--- src/rtl/spiq_pkg.sv ---
package spiq_pkg;

    typedef enum logic [2:0] {
        RA_STATUS = 3'd0,
        RA_IRQEN  = 3'd1,
        RA_LIMIT  = 3'd2,
        RA_COUNT  = 3'd3,
        RA_TXDATA = 3'd4,
        RA_RXDATA = 3'd5
    } reg_addr_e;

    localparam int unsigned EN_W = 5;

    // status register layout, bit 5 down to bit 0
    typedef struct packed {
        logic ovf;    // bit 5
        logic unf;    // bit 4
        logic rx_lim; // bit 3
        logic tx_lim; // bit 2
        logic done;   // bit 1
        logic busy;   // bit 0
    } status_t;

    localparam int unsigned ST_W = $bits(status_t);

    // enable bit i gates status bit i+1
    function automatic logic irq_of(status_t s, logic [EN_W-1:0] en);
        return (en[0] & s.done) | (en[1] & s.tx_lim) | (en[2] & s.rx_lim)
             | (en[3] & s.unf)  | (en[4] & s.ovf);
    endfunction

endpackage

--- src/rtl/spiq_fifo.sv ---
module spiq_fifo #(
    parameter int unsigned W     = 32,
    parameter int unsigned DEPTH = 8,
    localparam int unsigned CNT_W = $clog2(DEPTH + 1),
    localparam int unsigned PTR_W = (DEPTH > 1) ? $clog2(DEPTH) : 1
) (
    input  logic             clk,
    input  logic             rst,
    input  logic             push,
    input  logic [W-1:0]     push_data,
    input  logic             pop,
    output logic [W-1:0]     head,
    output logic [CNT_W-1:0] count
);

    logic [W-1:0]     mem [DEPTH];
    logic [PTR_W-1:0] wr_ptr, rd_ptr;
    logic             empty, full, pop_ok, push_ok;

    assign empty   = (count == '0);
    assign full    = (count == CNT_W'(DEPTH));
    assign pop_ok  = pop && !empty;
    assign push_ok = push && (!full || pop_ok);
    assign head    = empty ? '0 : mem[rd_ptr];

    function automatic logic [PTR_W-1:0] bump(logic [PTR_W-1:0] p);
        return (p == PTR_W'(DEPTH - 1)) ? '0 : p + 1'b1;
    endfunction

    always_ff @(posedge clk) begin
        if (rst) begin
            wr_ptr <= '0;
            rd_ptr <= '0;
            count  <= '0;
        end else begin
            if (push_ok) begin
                mem[wr_ptr] <= push_data;
                wr_ptr      <= bump(wr_ptr);
            end
            if (pop_ok)
                rd_ptr <= bump(rd_ptr);
            if (push_ok && !pop_ok)
                count <= count + 1'b1;
            else if (pop_ok && !push_ok)
                count <= count - 1'b1;
        end
    end

endmodule

--- src/rtl/spiq_status.sv ---
module spiq_status
    import spiq_pkg::*;
#(
    parameter int unsigned DEPTH = 8,
    localparam int unsigned CNT_W = $clog2(DEPTH + 1)
) (
    input  logic             clk,
    input  logic             rst,
    input  logic             eng_pending,
    input  logic             eng_done,
    input  logic             tx_pop,
    input  logic             rx_push,
    input  logic             rx_pop,
    input  logic [CNT_W-1:0] tx_cnt,
    input  logic [CNT_W-1:0] rx_cnt,
    input  logic [CNT_W-1:0] tx_lim,
    input  logic [CNT_W-1:0] rx_lim,
    input  logic             clr_wr,
    input  logic [ST_W-1:0]  clr_mask,
    input  logic [EN_W-1:0]  irq_en,
    output status_t          stat,
    output logic             irq
);

    status_t sticky_q, set_v, clr_v;

    always_comb begin
        set_v        = '0;
        set_v.done   = eng_done;
        set_v.tx_lim = (tx_cnt <= tx_lim);
        set_v.rx_lim = (rx_cnt >= rx_lim);
        set_v.unf    = tx_pop && (tx_cnt == '0);
        set_v.ovf    = rx_push && (rx_cnt == CNT_W'(DEPTH)) && !rx_pop;
        clr_v        = clr_wr ? status_t'(clr_mask) : '0;
    end

    always_ff @(posedge clk) begin
        if (rst)
            sticky_q <= '0;
        else
            sticky_q <= (sticky_q & ~clr_v) | set_v;
    end

    always_comb begin
        stat      = sticky_q;
        stat.busy = eng_pending;
    end

    assign irq = irq_of(stat, irq_en);

endmodule

--- src/rtl/spi_fifo_stat.sv ---
module spi_fifo_stat
    import spiq_pkg::*;
#(
    parameter int unsigned WORD_W     = 32,
    parameter int unsigned FIFO_DEPTH = 8,
    localparam int unsigned CNT_W     = $clog2(FIFO_DEPTH + 1)
) (
    input  logic              clk,
    input  logic              rst,
    input  logic              reg_wr,
    input  logic              reg_rd,
    input  logic [2:0]        reg_addr,
    input  logic [WORD_W-1:0] reg_wdata,
    output logic [WORD_W-1:0] reg_rdata,
    input  logic              eng_pending,
    input  logic              eng_done,
    input  logic              eng_tx_pop,
    output logic [WORD_W-1:0] eng_tx_data,
    input  logic              eng_rx_push,
    input  logic [WORD_W-1:0] eng_rx_data,
    output logic              irq
);

    localparam logic [2*CNT_W-1:0] LIM_RST = {CNT_W'(FIFO_DEPTH), CNT_W'(0)};

    logic [EN_W-1:0]    en_q;
    logic [2*CNT_W-1:0] lim_q;
    logic [CNT_W-1:0]   tx_cnt, rx_cnt;
    logic [WORD_W-1:0]  rx_head;
    logic               bus_tx_push, bus_rx_pop, stat_wr;
    status_t            stat;

    assign bus_tx_push = reg_wr && (reg_addr == RA_TXDATA);
    assign bus_rx_pop  = reg_rd && (reg_addr == RA_RXDATA);
    assign stat_wr     = reg_wr && (reg_addr == RA_STATUS);

    always_ff @(posedge clk) begin
        if (rst) begin
            en_q  <= '0;
            lim_q <= LIM_RST;
        end else if (reg_wr) begin
            if (reg_addr == RA_IRQEN) en_q  <= reg_wdata[EN_W-1:0];
            if (reg_addr == RA_LIMIT) lim_q <= reg_wdata[2*CNT_W-1:0];
        end
    end

    spiq_fifo #(.W(WORD_W), .DEPTH(FIFO_DEPTH)) u_txq (
        .clk(clk), .rst(rst),
        .push(bus_tx_push), .push_data(reg_wdata),
        .pop(eng_tx_pop), .head(eng_tx_data), .count(tx_cnt)
    );

    spiq_fifo #(.W(WORD_W), .DEPTH(FIFO_DEPTH)) u_rxq (
        .clk(clk), .rst(rst),
        .push(eng_rx_push), .push_data(eng_rx_data),
        .pop(bus_rx_pop), .head(rx_head), .count(rx_cnt)
    );

    spiq_status #(.DEPTH(FIFO_DEPTH)) u_stat (
        .clk(clk), .rst(rst),
        .eng_pending(eng_pending), .eng_done(eng_done),
        .tx_pop(eng_tx_pop), .rx_push(eng_rx_push), .rx_pop(bus_rx_pop),
        .tx_cnt(tx_cnt), .rx_cnt(rx_cnt),
        .tx_lim(lim_q[CNT_W-1:0]), .rx_lim(lim_q[2*CNT_W-1:CNT_W]),
        .clr_wr(stat_wr), .clr_mask(reg_wdata[ST_W-1:0]),
        .irq_en(en_q), .stat(stat), .irq(irq)
    );

    always_comb begin
        reg_rdata = '0;
        case (reg_addr)
            RA_STATUS: reg_rdata[ST_W-1:0]    = stat;
            RA_IRQEN:  reg_rdata[EN_W-1:0]    = en_q;
            RA_LIMIT:  reg_rdata[2*CNT_W-1:0] = lim_q;
            RA_COUNT:  reg_rdata[2*CNT_W-1:0] = {tx_cnt, rx_cnt};
            RA_RXDATA: reg_rdata              = rx_head;
            default:   reg_rdata              = '0;
        endcase
    end

endmodule

--- config.mk ---
export PLATFORM = sky130hd
export DESIGN_NAME = spi_fifo_stat
export DESIGN_NICKNAME = d
export VERILOG_FILES = /design/src/rtl/spiq_pkg.sv /design/src/rtl/spiq_fifo.sv /design/src/rtl/spiq_status.sv /design/src/rtl/spi_fifo_stat.sv
export SDC_FILE = /design/constraint.sdc
export NUM_CORES = 1
export LEC_CHECK = 0
export ABC_CLOCK_PERIOD_IN_PS = 16300
export BUFFER_PORTS_ARGS = -buffer_cell sky130_fd_sc_hd__clkbuf_2
export CORE_MARGIN = 3
export CORE_UTILIZATION = 55
export DETAILED_ROUTE_END_ITERATION = 8
export PLACE_DENSITY = 0.8
export SYNTH_ARGS = -nofsm -noshare
export SYNTH_HDL_FRONTEND = slang
export SYNTH_HIERARCHICAL = 1
export SYNTH_SLANG_ARGS = --single-unit
--- constraint.sdc ---
create_clock -name clk -period 16.3 [get_ports clk]
set_input_delay 1.63 -clock clk [delete_from_list [all_inputs] [get_ports clk]]
set_output_delay 1.63 -clock clk [all_outputs]
set_load 0.02 [all_outputs]
==> run summary <==
setup repair after global routing missed its margin: no
Fmax achieved: 197 MHz
number of nets still failing antenna checks after routing: 0
relative slew slack: 0.401
endpoint of the worst register-to-register path: u_txq/count[3]
clock latency on the worst-skew pair: 0.60 ns
average via count per standard cell: 5.98
core area: 39900 µm²
Critical Path Source Type: flop
Switching Share: 0.258
Die ar.: 43000 µm²
# IOs: 140
Final Cycle Share: 0.312
top_reg_cell synth: edfxtp_1
minimum setup slack in the final design: 11.22 ns
Chip Width: 207 µm
cell-by-cell listing of the critical path: buf_4 -> mux4_2 -> mux2i_1 -> nor2_1 -> a21oi_1 -> o21ai_0 -> clkbuf_2
top layer reached by signal wires: met5
count of distinct cell types in the synthesized netlist: 53
buffer cell driving the clock tree root: clkbuf_16
starting utilization of the core area: 0.558
number of standard-cell rows in the floorplan: 73
setup fix buffers added after clock tree synthesis: 0
minimum period implied by the final worst setup slack: 5.08 ns
H-tree levels: 2
post-detailed-placement half-perimeter wirelength: 25900 µm
total clock buffers created by CTS: 53
TritonCTS clock tree: built
Post-Syn Instances: 1129
part of the total power dissipated in sequential elements: 0.477
Worst Setup Path Type: reg2out
count of buffers from port buffering: 139
largest net degree at the start of global routing: 65
Reg-to-Reg Start: u_txq/count[0]
# nets final: 1395
height of the die: 207 µm
Register-to-Register Setup Slack: 13.41 ns
Fill cells: 2609
Crit. End Element: output pin
largest delay contributor family on the critical path: buffers and inverters
Finish-stage setup viols: 0
first-pass detailed-route iteration total: 7
Hold/Removal Path Class: reg2reg
status: finished, final reports clean
final hold violation count: 0
diode insertion count for antenna repair: 0
highest ir drop seen on vdd: 0.0925 mV
global-route wire length before repair: 69800 µm
number of antenna violations at the first check in global routing: 1
CTS Sinks: 556
ys async rst share: 0
detailed-route via count: 11100
Routed WL: 44900 µm
post-CTS resize count: 0
count of hold-fix buffers inserted at cts: 0
register area share after synthesis: 0.729
number of cells on the critical path: 7
register clock-pin slew on the reported worst setup and hold paths: 0.06 ns
number of buffer and inverter stages on the critical path: 2
maximum fanout along the worst path: 40
initial detailed-routing violation count: 953
worst setup path endpoint: reg_rdata[5]
vias in the first global route: 11600
number of storage elements in the synthesis netlist: 556
Synth Warn #: 6
largest clock skew in the final design: 0.0214 ns
maximum clock path buffer count: 3
cell depth of the worst flop-to-flop path: 10
final-report max-slew violation count: 0
highest-count cells in the layout ignoring fill and taps: edfxtp_1, clkbuf_2, mux4_2
synthesis-to-layout area growth: 13.5%
wire length the detailed router placed on met1: 17900 µm
Crit-path slowest cell: buf_4
leakage component of the power: 8.24 nW
drc violations: 0
DP Worst Slack: 11.33 ns
commonest non-fill, non-tap cell in the layout: edfxtp_1
data arrival time of the critical path: 3.45 ns
Routed wire per std cell: 24.1 µm
accumulated negative setup slack: 0 ns
weighted congestion at the end of routability-driven global placement: 0.867
syn_nets: 1228
number of enable-type register cells in the synthesized netlist: 512
average instance area after synthesis: 19.7 µm²
Comb pwr share: 0.167
Total GRT Usage: 0.211
Worst path max stage delay: 0.73 ns
post-synthesis cell area: 22300 µm²
sum of met3 wire segment lengths after detailed routing: 3510 µm
share of layout cells above drive strength 1: 0.306
final hold slack: 0.487 ns
power density of the placed cells: 136 nW/µm²
total of max-cap violations: 0
sum of overflow across all layers after global routing: 0
Cell Int Power: 2.56 mW
met2 wire length: 22700 µm
net switching power figure: 0.889 mW
critical path data required time: 14.67 ns
part of the power in the clock network: 0.357
Worst Tran Pin Value: 0.898 ns
-- sequential cells by signal, indices dropped and copies added (netlist names), named ones only --
name,cells
en_q,5
u_txq/rd_ptr,3
lim_q,8
u_txq/mem,256
u_rxq/wr_ptr,3
u_rxq/count,4
u_txq/count,4
u_rxq/mem,256
u_rxq/rd_ptr,3
u_txq/wr_ptr,3
u_stat/stat,5
-- cells by family after synthesis --
family / synth area share
DFF: 0.729
muxes: 0.173
and+or+nand+nor: 0.0443
buffers and inverters: 0.0231
AOI/OAI and AO/OA: 0.0149
adders and majority gates: 0.0141
xor gates and xnor gates: 0.00157
-- power groups by stage --
| stage | combinational (mW) | clock, mW | sequential (mW) |
|---|---|---|---|
| after floorplan | 0.449 | 0 | 1.65 |
| after global placement | 0.569 | 0 | 1.67 |
| after detailed placement | 0.575 | 0 | 1.67 |
| after CTS | 0.582 | 1.25 | 1.64 |
| after global routing | 0.622 | 1.31 | 1.65 |
| final | 0.574 | 1.23 | 1.64 |
-- through the flow --
stage,power (mW),instances,area [µm²],utilization
2_1_floorplan,2.09,1129,22300,-
3_5_place_dp,2.25,1766,23500,0.589
5_1_grt,3.58,1865,25300,0.634
6_report,3.45,1865,25300,0.634
3_3_place_gp,2.24,1766,23500,0.589
4_1_cts,3.48,1865,25300,0.634
-- final cells by class --
cell class,count,area (µm²),area share
Sequential cell,556,16300,0.643
Multi-Input combinational cell,503,5630,0.222
Clock buffer,74,1500,0.0591
Timing Repair Buffer,169,921,0.0364
Tap cell,525,657,0.0260
Clock inverter,25,283,0.0112
Inverter,13,48.8,0.00193
-- how the worst min path moves through the flow --
stage,startpoint,to,cells past startpoint
floorplan,u_rxq/rd_ptr[1],flop,2
CTS,u_rxq/rd_ptr[1],flop,2
detailed placement,u_rxq/rd_ptr[1],flop,2
finish,u_txq/rd_ptr[0],flop,2
global route,u_txq/rd_ptr[1],flop,2
global placement,u_txq/rd_ptr[1],flop,2
-- synthesized netlist by cell type (all sizes together), types with 2 or more instances --
library cell | instances | area, µm²
and4bb | 2 | 25.0
a211oi | 3 | 22.5
or3b | 3 | 26.3
nor2 | 111 | 417
nand3 | 2 | 10.0
a21oi | 17 | 85.1
or3 | 6 | 47.5
xnor2 | 2 | 17.5
nand2b | 6 | 37.5
a31oi | 2 | 12.5
dfxtp | 44 | 881
ha | 22 | 275
xor2 | 2 | 17.5
clkbuf | 11 | 43.8
mux4 | 129 | 2920
nand2 | 28 | 105
o21ai | 7 | 80.1
and2 | 25 | 156
buf | 46 | 423
nor4b | 3 | 26.3
nand3b | 2 | 15.0
a22oi | 3 | 22.5
nor2b | 4 | 27.5
nor4 | 3 | 18.8
fa | 2 | 40.0
edfxtp | 512 | 15400
nor3 | 11 | 55.1
mux2i | 91 | 911
a211o | 5 | 43.8
mux2 | 2 | 22.5
inv | 13 | 48.8
-- worst min-delay path, stage by stage (launching register included) --
cell and delay, ns:
dfxtp_1 0.32, nand2_1 0.06, a21oi_1 0.07
-- layer usage --
metal | vias to the layer above | track usage
li1 | 4879 | -
met1 | 5702 | 0.292
met2 | 495 | 0.350
met3 | 66 | 0.0441
met4 | 2 | 0.0559
met5 | - | 0
Power figures use the tool's default switching activity.
